File: src/rtl/sreg_rmw_pkg.sv
package sreg_rmw_pkg;

  localparam int unsigned BYTE_W = 8;
  localparam int unsigned WORD_W = 2 * BYTE_W;

  localparam logic [BYTE_W-1:0] OP_READ_LO  = 8'h05;
  localparam logic [BYTE_W-1:0] OP_READ_HI  = 8'h35;
  localparam logic [BYTE_W-1:0] OP_WEN_PERS = 8'h06;
  localparam logic [BYTE_W-1:0] OP_WEN_VOL  = 8'h50;
  localparam logic [BYTE_W-1:0] OP_WRITE_SR = 8'h01;

  typedef enum logic [1:0] {
    RES_OK      = 2'd0,
    RES_LOCKED  = 2'd1,
    RES_TIMEOUT = 2'd2
  } res_e;

  typedef enum logic [3:0] {
    S_IDLE,
    S_RD_LO_CMD,
    S_RD_LO_RSP,
    S_RD_HI_CMD,
    S_RD_HI_RSP,
    S_EVAL,
    S_WEN_CMD,
    S_WEN_RSP,
    S_WR_CMD,
    S_WR_RSP,
    S_SETTLE,
    S_POLL_CMD,
    S_POLL_RSP,
    S_DONE
  } state_e;

endpackage

File: src/rtl/sreg_word_merge.sv
module sreg_word_merge #(
  parameter int unsigned W = 16
) (
  input  logic [W-1:0] cur,
  input  logic [W-1:0] mask,
  input  logic [W-1:0] value,
  output logic [W-1:0] merged,
  output logic         masked_eq
);
  // Per-bit select: a set mask bit takes the new value, a clear one keeps current.
  for (genvar b = 0; b < W; b++) begin : g_bit
    assign merged[b] = mask[b] ? value[b] : cur[b];
  end

  assign masked_eq = ((cur ^ value) & mask) == '0;
endmodule

File: src/rtl/sreg_cycle_cnt.sv
module sreg_cycle_cnt #(
  parameter int unsigned W = 8
) (
  input  logic         clk,
  input  logic         rst_n,
  input  logic         clr,
  input  logic         en,
  output logic [W-1:0] cnt
);
  always_ff @(posedge clk or negedge rst_n) begin
    if (!rst_n)                      cnt <= '0;
    else if (clr)                    cnt <= '0;
    else if (en && (cnt != '1))      cnt <= cnt + 1'b1;
  end
endmodule

File: src/rtl/sreg_rmw_seq.sv
module sreg_rmw_seq
  import sreg_rmw_pkg::*;
#(
  parameter int unsigned POLL_LIMIT_CYCLES = 2000,
  parameter int unsigned SETTLE_CYCLES     = 50
) (
  input  logic        clk,
  input  logic        rst_n,
  input  logic        req_valid,
  output logic        req_ready,
  input  logic [15:0] req_mask,
  input  logic [15:0] req_value,
  input  logic        req_volatile,
  output logic        cmd_valid,
  input  logic        cmd_ready,
  output logic [7:0]  cmd_op,
  output logic [1:0]  cmd_wlen,
  output logic [15:0] cmd_wdata,
  output logic        cmd_read,
  input  logic        rsp_valid,
  output logic        rsp_ready,
  input  logic [7:0]  rsp_data,
  output logic        res_valid,
  input  logic        res_ready,
  output logic [1:0]  res_code,
  output logic [15:0] res_word
);
  localparam int unsigned MAX_WAIT = (POLL_LIMIT_CYCLES > SETTLE_CYCLES) ?
                                     POLL_LIMIT_CYCLES : SETTLE_CYCLES;
  localparam int unsigned CNT_W    = $clog2(MAX_WAIT + 1) + 1;
  localparam logic [CNT_W-1:0] POLL_LIM  = CNT_W'(POLL_LIMIT_CYCLES);
  localparam logic [CNT_W-1:0] SETTLE_LS = CNT_W'((SETTLE_CYCLES > 0) ? SETTLE_CYCLES - 1 : 0);

  state_e             state_q;
  logic [WORD_W-1:0]  mask_q, value_q, word_q;
  logic               vol_q;
  logic               verify_q;
  res_e               code_q;

  logic [WORD_W-1:0]  merged;
  logic               masked_eq;
  logic [CNT_W-1:0]   wait_cnt;
  logic               cnt_clr, cnt_en;

  sreg_word_merge #(.W(WORD_W)) u_merge (
    .cur       (word_q),
    .mask      (mask_q),
    .value     (value_q),
    .merged    (merged),
    .masked_eq (masked_eq)
  );

  assign cnt_clr = (state_q == S_WR_RSP);
  assign cnt_en  = (state_q == S_SETTLE) || (state_q == S_POLL_CMD) ||
                   (state_q == S_POLL_RSP);

  sreg_cycle_cnt #(.W(CNT_W)) u_wait (
    .clk   (clk),
    .rst_n (rst_n),
    .clr   (cnt_clr),
    .en    (cnt_en),
    .cnt   (wait_cnt)
  );

  // Command payload is a pure function of state and captured request.
  always_comb begin
    cmd_valid = 1'b0;
    cmd_op    = OP_READ_LO;
    cmd_wlen  = 2'd0;
    cmd_wdata = '0;
    cmd_read  = 1'b0;
    unique case (state_q)
      S_RD_LO_CMD, S_POLL_CMD: begin
        cmd_valid = 1'b1;
        cmd_read  = 1'b1;
      end
      S_RD_HI_CMD: begin
        cmd_valid = 1'b1;
        cmd_op    = OP_READ_HI;
        cmd_read  = 1'b1;
      end
      S_WEN_CMD: begin
        cmd_valid = 1'b1;
        cmd_op    = vol_q ? OP_WEN_VOL : OP_WEN_PERS;
      end
      S_WR_CMD: begin
        cmd_valid = 1'b1;
        cmd_op    = OP_WRITE_SR;
        cmd_wlen  = 2'd2;
        cmd_wdata = merged;
      end
      default: ;
    endcase
  end

  assign rsp_ready = (state_q == S_RD_LO_RSP) || (state_q == S_RD_HI_RSP) ||
                     (state_q == S_WEN_RSP)   || (state_q == S_WR_RSP)    ||
                     (state_q == S_POLL_RSP);
  assign req_ready = (state_q == S_IDLE);
  assign res_valid = (state_q == S_DONE);
  assign res_code  = code_q;
  assign res_word  = word_q;

  always_ff @(posedge clk or negedge rst_n) begin
    if (!rst_n) begin
      state_q  <= S_IDLE;
      mask_q   <= '0;
      value_q  <= '0;
      word_q   <= '0;
      vol_q    <= 1'b0;
      verify_q <= 1'b0;
      code_q   <= RES_OK;
    end else begin
      unique case (state_q)
        S_IDLE: if (req_valid) begin
          mask_q   <= req_mask;
          value_q  <= req_value;
          vol_q    <= req_volatile;
          verify_q <= 1'b0;
          state_q  <= S_RD_LO_CMD;
        end
        S_RD_LO_CMD: if (cmd_ready) state_q <= S_RD_LO_RSP;
        S_RD_LO_RSP: if (rsp_valid) begin
          word_q[BYTE_W-1:0] <= rsp_data;
          state_q            <= S_RD_HI_CMD;
        end
        S_RD_HI_CMD: if (cmd_ready) state_q <= S_RD_HI_RSP;
        S_RD_HI_RSP: if (rsp_valid) begin
          word_q[WORD_W-1:BYTE_W] <= rsp_data;
          state_q                 <= S_EVAL;
        end
        S_EVAL: begin
          if (masked_eq) begin
            code_q  <= RES_OK;
            state_q <= S_DONE;
          end else if (verify_q) begin
            code_q  <= RES_LOCKED;
            state_q <= S_DONE;
          end else begin
            state_q <= S_WEN_CMD;
          end
        end
        S_WEN_CMD: if (cmd_ready) state_q <= S_WEN_RSP;
        S_WEN_RSP: if (rsp_valid) state_q <= S_WR_CMD;
        S_WR_CMD:  if (cmd_ready) state_q <= S_WR_RSP;
        S_WR_RSP:  if (rsp_valid) state_q <= vol_q ? S_SETTLE : S_POLL_CMD;
        S_SETTLE: if (wait_cnt >= SETTLE_LS) begin
          verify_q <= 1'b1;
          state_q  <= S_RD_LO_CMD;
        end
        S_POLL_CMD: if (cmd_ready) state_q <= S_POLL_RSP;
        S_POLL_RSP: if (rsp_valid) begin
          if (!rsp_data[0]) begin
            verify_q <= 1'b1;
            state_q  <= S_RD_LO_CMD;
          end else if (wait_cnt >= POLL_LIM) begin
            code_q  <= RES_TIMEOUT;
            state_q <= S_DONE;
          end else begin
            state_q <= S_POLL_CMD;
          end
        end
        S_DONE: if (res_ready) state_q <= S_IDLE;
        default: state_q <= S_IDLE;
      endcase
    end
  end
endmodule

File: config.mk
export PLATFORM = sky130hd
export DESIGN_NAME = sreg_rmw_seq
export DESIGN_NICKNAME = d
export VERILOG_FILES = /design/src/rtl/sreg_rmw_pkg.sv /design/src/rtl/sreg_word_merge.sv /design/src/rtl/sreg_cycle_cnt.sv /design/src/rtl/sreg_rmw_seq.sv
export SDC_FILE = /design/constraint.sdc
export NUM_CORES = 1
export LEC_CHECK = 0
export ABC_AREA = 0
export CORE_MARGIN = 2
export CORE_UTILIZATION = 44
export CTS_CLUSTER_SIZE = 8
export DETAILED_ROUTE_END_ITERATION = 7
export GPL_TIMING_DRIVEN = 0
export HOLD_SLACK_MARGIN = 0.08
export PLACE_DENSITY_LB_ADDON = 0.2
export RECOVER_POWER = 25
export SYNTH_ARGS = -nofsm -noshare
export SYNTH_HDL_FRONTEND = slang
export SYNTH_SLANG_ARGS = --single-unit
File: constraint.sdc
create_clock -name clk -period 1.9 [get_ports clk]
set_input_delay 0.38 -clock clk [delete_from_list [all_inputs] [get_ports clk]]
set_output_delay 0.38 -clock clk [all_outputs]
set_load 0.01 [all_outputs]
==> results of run 1 <==
==> final timing paths <==
check                                end         from  slack (ns)  cells past startpoint
max in group asynchronous     state_q[3]        rst_n        0.27                      1
min in group clk             res_code[1]  res_code[1]        0.52                      1
max                        cmd_wdata[13]   state_q[0]       -0.24                      7
min reg2reg                  res_code[1]  res_code[1]        0.52                      1
max reg2reg                   state_q[2]   state_q[3]       -0.15                     10
min                        u_wait.cnt[3]        rst_n        0.46                      1
==> sequential cells by signal (all words and copies together) (netlist names) <==
register / count
mask_q: 16
res_code: 2
res_word: 16
state_q: 4
u_wait.cnt: 12
value_q: 16
verify_q: 1
vol_q: 1
==> layer usage <==
metal,up-vias,GRT usage [%]
li1,1463,-
met1,1579,30.0
met2,125,39.0
met3,28,5.30
met4,0,8.21
met5,-,0
==> kinds of logic (layout without fill, tap and decap cells) <==
family / count (synthesis) / count (layout) / synth area share (%)
flip-flops: 68 / 68 / 46.3
buffers and inverters: 24 / 174 / 3.13
AND/OR/NAND/NOR: 97 / 97 / 13.3
multiplexers: 66 / 66 / 20.0
AO/OA/AOI/OAI: 45 / 45 / 9.56
adder cells (fa/ha/maj): 3 / 3 / 1.02
other: 1 / 3 / 0.102
XOR/XNOR: 28 / 28 / 6.67
==> critical path: stages (launching register included) <==
cell and delay (ns):
dfrtp_1 0.41, buf_6 0.14, buf_8 0.12, nor2_4 0.14, nand3_4 0.16, clkbuf_16 0.22
nor2_4 0.10, buf_6 0.10
==> layout by cell type, fill, tap and decap left out, types with 3 or more instances in the layout <==
| master | instances |
|---|---|
| a22oi_1 | 7 |
| mux2_1 | 11 |
| clkdlybuf4s50_1 | 63 |
| nand3_1 | 5 |
| clkbuf_8 | 10 |
| nand2b_1 | 4 |
| nand4_1 | 5 |
| dfrtp_1 | 63 |
| o21ai_0 | 6 |
| nand2_2 | 3 |
| buf_6 | 22 |
| inv_1 | 7 |
| nor2b_4 | 3 |
| clkbuf_16 | 3 |
| nand2_1 | 11 |
| o21a_1 | 3 |
| nor2_4 | 16 |
| mux2_2 | 36 |
| dfrtp_2 | 5 |
| buf_4 | 45 |
| conb_1 | 3 |
| mux2i_1 | 16 |
| bufinv_16 | 3 |
| nor2_2 | 3 |
| nor2_1 | 20 |
| o22ai_1 | 3 |
| nand3_2 | 6 |
| xor2_1 | 25 |
| o21ai_1 | 4 |
| buf_2 | 10 |
| a21oi_1 | 3 |
==> cells in the mapped netlist, drive strengths merged (4+ instances only) <==
cell type	number	area [sq um]
dfrtp	68	1700
mux2	49	552
nor2	39	146
xor2	25	219
mux2i	16	160
nand2	16	60.1
buf	12	70.1
nand3	12	60.1
o21ai	12	63.8
inv	9	33.8
a22oi	8	60.1
nand2b	5	31.3
nand4	5	31.3
nor2b	5	31.3
a21oi	4	20.0
==> final cells by class <==
class / count / area share [%]
timing repair buffer: 136 / 21.9
sequential: 68 / 29.8
inverter: 9 / 0.676
clock inverter: 6 / 1.94
tap: 105 / 2.29
clock buffer: 10 / 2.40
buffer: 13 / 2.51
multi-input combinational: 242 / 38.5
==> timing repair <==
item / CTS / global route
cloned: 1 / 0
buffers inserted: 17 / 26
endpoints found under the setup margin: 72 / 52
resized for setup: 186 / 59
pin swaps: 25 / 23
==> power groups by stage <==
| stage | combinational [mW] | clock, mW | sequential, mW |
|---|---|---|---|
| 2_1_floorplan | 2.17 | 0 | 2.69 |
| 3_3_place_gp | 3.37 | 0 | 2.73 |
| 3_5_place_dp | 3.44 | 0 | 2.76 |
| 4_1_cts | 4.13 | 1.49 | 2.74 |
| 5_1_grt | 5.07 | 1.56 | 2.86 |
| 6_report | 4.78 | 1.48 | 2.79 |
==> metrics by stage <==
stage	setup slack [ns]	cell area (sq um)	power [mW]
global placement	-1.94	4740	6.10
detailed placement	-0.976	4730	6.20
floorplan	0.00381	3680	4.86
global route	-0.266	5740	9.49
finish	-0.235	5740	9.04
CTS	-0.191	5340	8.36
==> flow_summary.yaml, run 1 <==
outcome:
  outcome: "finished with violations"
  violations: "capacitance limit, slew limit, setup timing"
power_and_ir_drop:
  clock_power_share_pct: 16.3
  pwr-share-seq_pct: 30.8
  ir_worst_vdd_uv: 932
  power_leakage_nw: 2.52
  switching_share_pct: 38.7
  internal-power_mw: 5.54
  p_comb_share_pct: 52.8
  power_density_nw_per_um2: 1580
  p_switching_mw: 3.50
clock_tree:
  htreeDepth: 3
  root_buffer: "clkbuf_8"
  cts_sinks: 68
  clock_latency_ns: 0.34
  cts_buffer_depth: 2
  cts_hold_buf: 0
  cts.clk_slew.worst_paths_ns: 0.08
  cts_tree: "yes"
  numCtsBuffers: 9
die:
  initial_core_util_pct: 45.0
  core_sq_um: 8180
  die_area_sq_um: 9100
  dieHeight_microns: 95.4
  die_w_microns: 95.4
  floorplan.rows: 33
  ios: 96
finish:
  drive_above_1_share_pct: 42.1
  final_cells: 589
  utilization_pct: 70.2
  multiInputGateArea_sq_um: 2210
  seqCellArea_sq_um: 1710
  nNetsFinal: 529
  area_growth_pct: 56.0
  fillCellCount: 560
  n_antenna_cell: 0
route:
  wirelength_microns: 11000
  drt-pass1-iter-count: 4
  via_per_inst: 5.42
  routedLengthMet1_microns: 4550
  wl_met2_microns: 5530
  top_layer_used: "met4"
  ant_nets: 0
  avgRoutedWirePerCell_microns: 18.6
  drc_errors: 0
  vias: 3195
  drt_iter0_drc: 235
  dr_wl_met3_microns: 659
logic_synthesis:
  ys_types: 51
  synthArstFlopShare_pct: 100
  ys.flop_type: "dfrtp_1"
  postSynthCellCount: 332
  synth_edf_count: 0
  synth_area_per_cell_sq_um: 11.1
  ys_seq_elements: 68
  yosys_warnings: 0
  yosysSeqAreaShare_pct: 46.3
  syn_area_sq_um: 3680
sta:
  slew-limit-headroom_pct: -13.8
  finalCriticalPeriod_ns: 2.14
  rsz0062_at_grt: "yes"
  hold_ws_ns: 0.461
  report.final.slew_viol_count: 69
  setup_slack_ns: -0.235
  final.setup_skew_ns: 0.0109
  fmax_ghz: 0.468
  setup_tns_ns: -4.77
  min_period_over_period_pct: 112
  setup_viol: 30
  hold_violations: 0
  worst_pin_slew_ns: 1.71
grt:
  grt_max_degree: 69
  grt_pass1_wl_microns: 16000
  track_usage_pct: 23.4
  grt_pass1_vias: 3234
  antenna_found_initial: 0
  grt_overflow_total: 0
placement:
  place.gp.congestion: 0.874
  port_buffers: 92
  dp.cells: 531
  dp_hpwl_microns: 6590
flow_run:
  max_cap_violations: 1
setup_path:
  arrival_ns: 1.76
  critPathKind: "reg2out"
  end_kind: "output port"
  cp_max_fo: 5
  start_kind: "flip-flop"
  required_ns: 1.52
hold_path:
  hp-class: "in2async"
Note: power is estimated with default switching activity, not from simulation.
==> run 2: changes to the inputs <==
GPL_TIMING_DRIVEN = not set   (was 0)
==> flow_summary.yaml, run 2 (synthesized netlist as in run 1, its figures left out) <==
grt:
  grt_overflow_total: 0
  grt_pass1_vias: 3230
  met2_usage_pct: 37.9
  grt_max_degree: 28
  use_met1_pct: 29.9
  track_usage_pct: 23.1
  top_usage_layer: "met2"
  grt_pass1_wl_microns: 15800
  antenna_found_initial: 0
  use_met3_pct: 4.82
sta:
  min_period_over_period_pct: 108
  hold_violations: 0
  slew-limit-headroom_pct: 34.1
  fmax_ghz: 0.488
  worst_pin_slew_ns: 0.988
  final.setup_skew_ns: 0.0100
  finalCriticalPeriod_ns: 2.05
  report.final.slew_viol_count: 0
  rsz0062_at_grt: "yes"
  setup_tns_ns: -0.833
  setup_slack_ns: -0.149
  setup_viol: 18
die:
  core_sq_um: 8180
  floorplan.rows: 33
  die_w_microns: 95.4
  ios: 96
  dieHeight_microns: 95.4
  die_area_sq_um: 9100
  initial_core_util_pct: 45.0
clock_tree:
  root_buffer: "clkbuf_8"
  htreeDepth: 3
  cts.clk_slew.worst_paths_ns: 0.07
  numCtsBuffers: 9
  cts_buffer_depth: 2
  cts_sinks: 68
  clock_latency_ns: 0.35
  cts_tree: "yes"
placement:
  place_ws_ns: -0.215
  dp_hpwl_microns: 7050
  dp.cells: 576
  place.gp.congestion: 0.868
  placed_area_sq_um: 5140
  port_buffers: 92
outcome:
  violations: "setup timing"
  outcome: "finished with violations"
setup_path:
  crit_path_frequent_cell: "buf_6"
  slowest_stage: "mux4_2"
  end_kind: "output port"
  path_cells: "buf_6, nand2b_4, mux4_2, inv_2, buf_6"
  crit_buf_inv: 3
  critPathKind: "reg2out"
  required_ns: 1.52
  arrival_ns: 1.67
  cp_max_fo: 5
  max_stage_delay_ns: 0.47
  cp_top_family: "multiplexers"
  start_kind: "flip-flop"
finish:
  final_cells: 605
  utilization_pct: 72.6
  mostFrequentLayoutCell: "dfrtp_1"
  multiInputGateArea_sq_um: 2270
  nNetsFinal: 545
  mostFrequentLayoutCells: "dfrtp_1, clkdlybuf4s50_1, buf_4"
  fin_area_sq_um: 5930
  drive_above_1_share_pct: 44.0
  seqCellArea_sq_um: 1700
  n_antenna_cell: 0
  area_growth_pct: 61.3
  fillCellCount: 551
flow_run:
  max_cap_violations: 0
power_and_ir_drop:
  power_density_nw_per_um2: 1550
  ir_worst_vdd_uv: 763
  power_leakage_nw: 2.58
route:
  avgRoutedWirePerCell_microns: 17.5
  vias: 3209
  wirelength_microns: 10600
  drc_errors: 0
  ant_nets: 0
  drt_iter0_drc: 128
  via_per_inst: 5.30
  drt-pass1-iter-count: 4
hold_path:
  hp-class: "reg2reg"
## run 2: cell count changes in the layout (fill, tap and decap cells not counted), moves of 4 or more
| cell | change |
|---|---|
| mux2_2 | -5 |
| nand3_2 | -6 |
| buf_4 | +4 |
| buf_6 | +12 |
## run 2: metrics by stage
stage               hold WS [ns]  total power [mW]
global route               0.534              9.76
CTS                        0.516              8.47
floorplan                 0.0844              4.86
detailed placement         0.362              6.89
finish                     0.510              9.20
global placement           0.363              6.77
## run 2: worst reg2reg max path, stage by stage (launching register included)
cell and delay [ns]:
dfrtp_2 0.41, buf_4 0.13, buf_6 0.11, nor2b_4 0.18, buf_6 0.11, buf_4 0.11, nand3_4 0.10, a21oi_2 0.18
o31ai_2 0.09, buf_4 0.14, mux2_1 0.30
## run 2: where the power goes
part	internal (mW)	switching, mW	total (mW)
registers	2.08	0.622	2.70
logic	2.91	2.38	5.29
clock network	0.610	0.600	1.21
total	5.59	3.61	9.20
## run 2: final timing paths
kind	slack [ns]	to	startpoint	depth (start not counted)
min reg2reg	0.51	res_code[0]	res_code[0]	1
min in group asynchronous	0.70	value_q[15]	rst_n	2
max	-0.15	rsp_ready	state_q[2]	5
max reg2reg	-0.07	res_code[0]	state_q[2]	10
max in group asynchronous	0.16	state_q[2]	rst_n	3
min	0.51	res_code[0]	res_code[0]	1
## run 2: cell type report
class | instances | area share, %
Multi-Input combinational cell | 242 | 38.3
Inverter | 9 | 0.696
Clock buffer | 9 | 2.09
Sequential cell | 68 | 28.7
Tap cell | 105 | 2.21
Clock inverter | 7 | 1.27
Timing Repair Buffer | 165 | 26.7
## run 2: routing by layer
layer  vias to the layer above  wire (microns)
li1                       1503               -
met1                      1609            4540
met2                        79            5440
met3                        18             444
met4                         0             166
met5                         -               0
## run 2: what timing repair did
item / CTS / global route
hold endpoints to repair: 16 / 0
gates cloned: 2 / 1
endpoints found under the setup margin: 37 / 50
buffers inserted: 9 / 4
hold buffers: 1 / 0
resized for setup: 151 / 103
pin swaps: 15 / 34
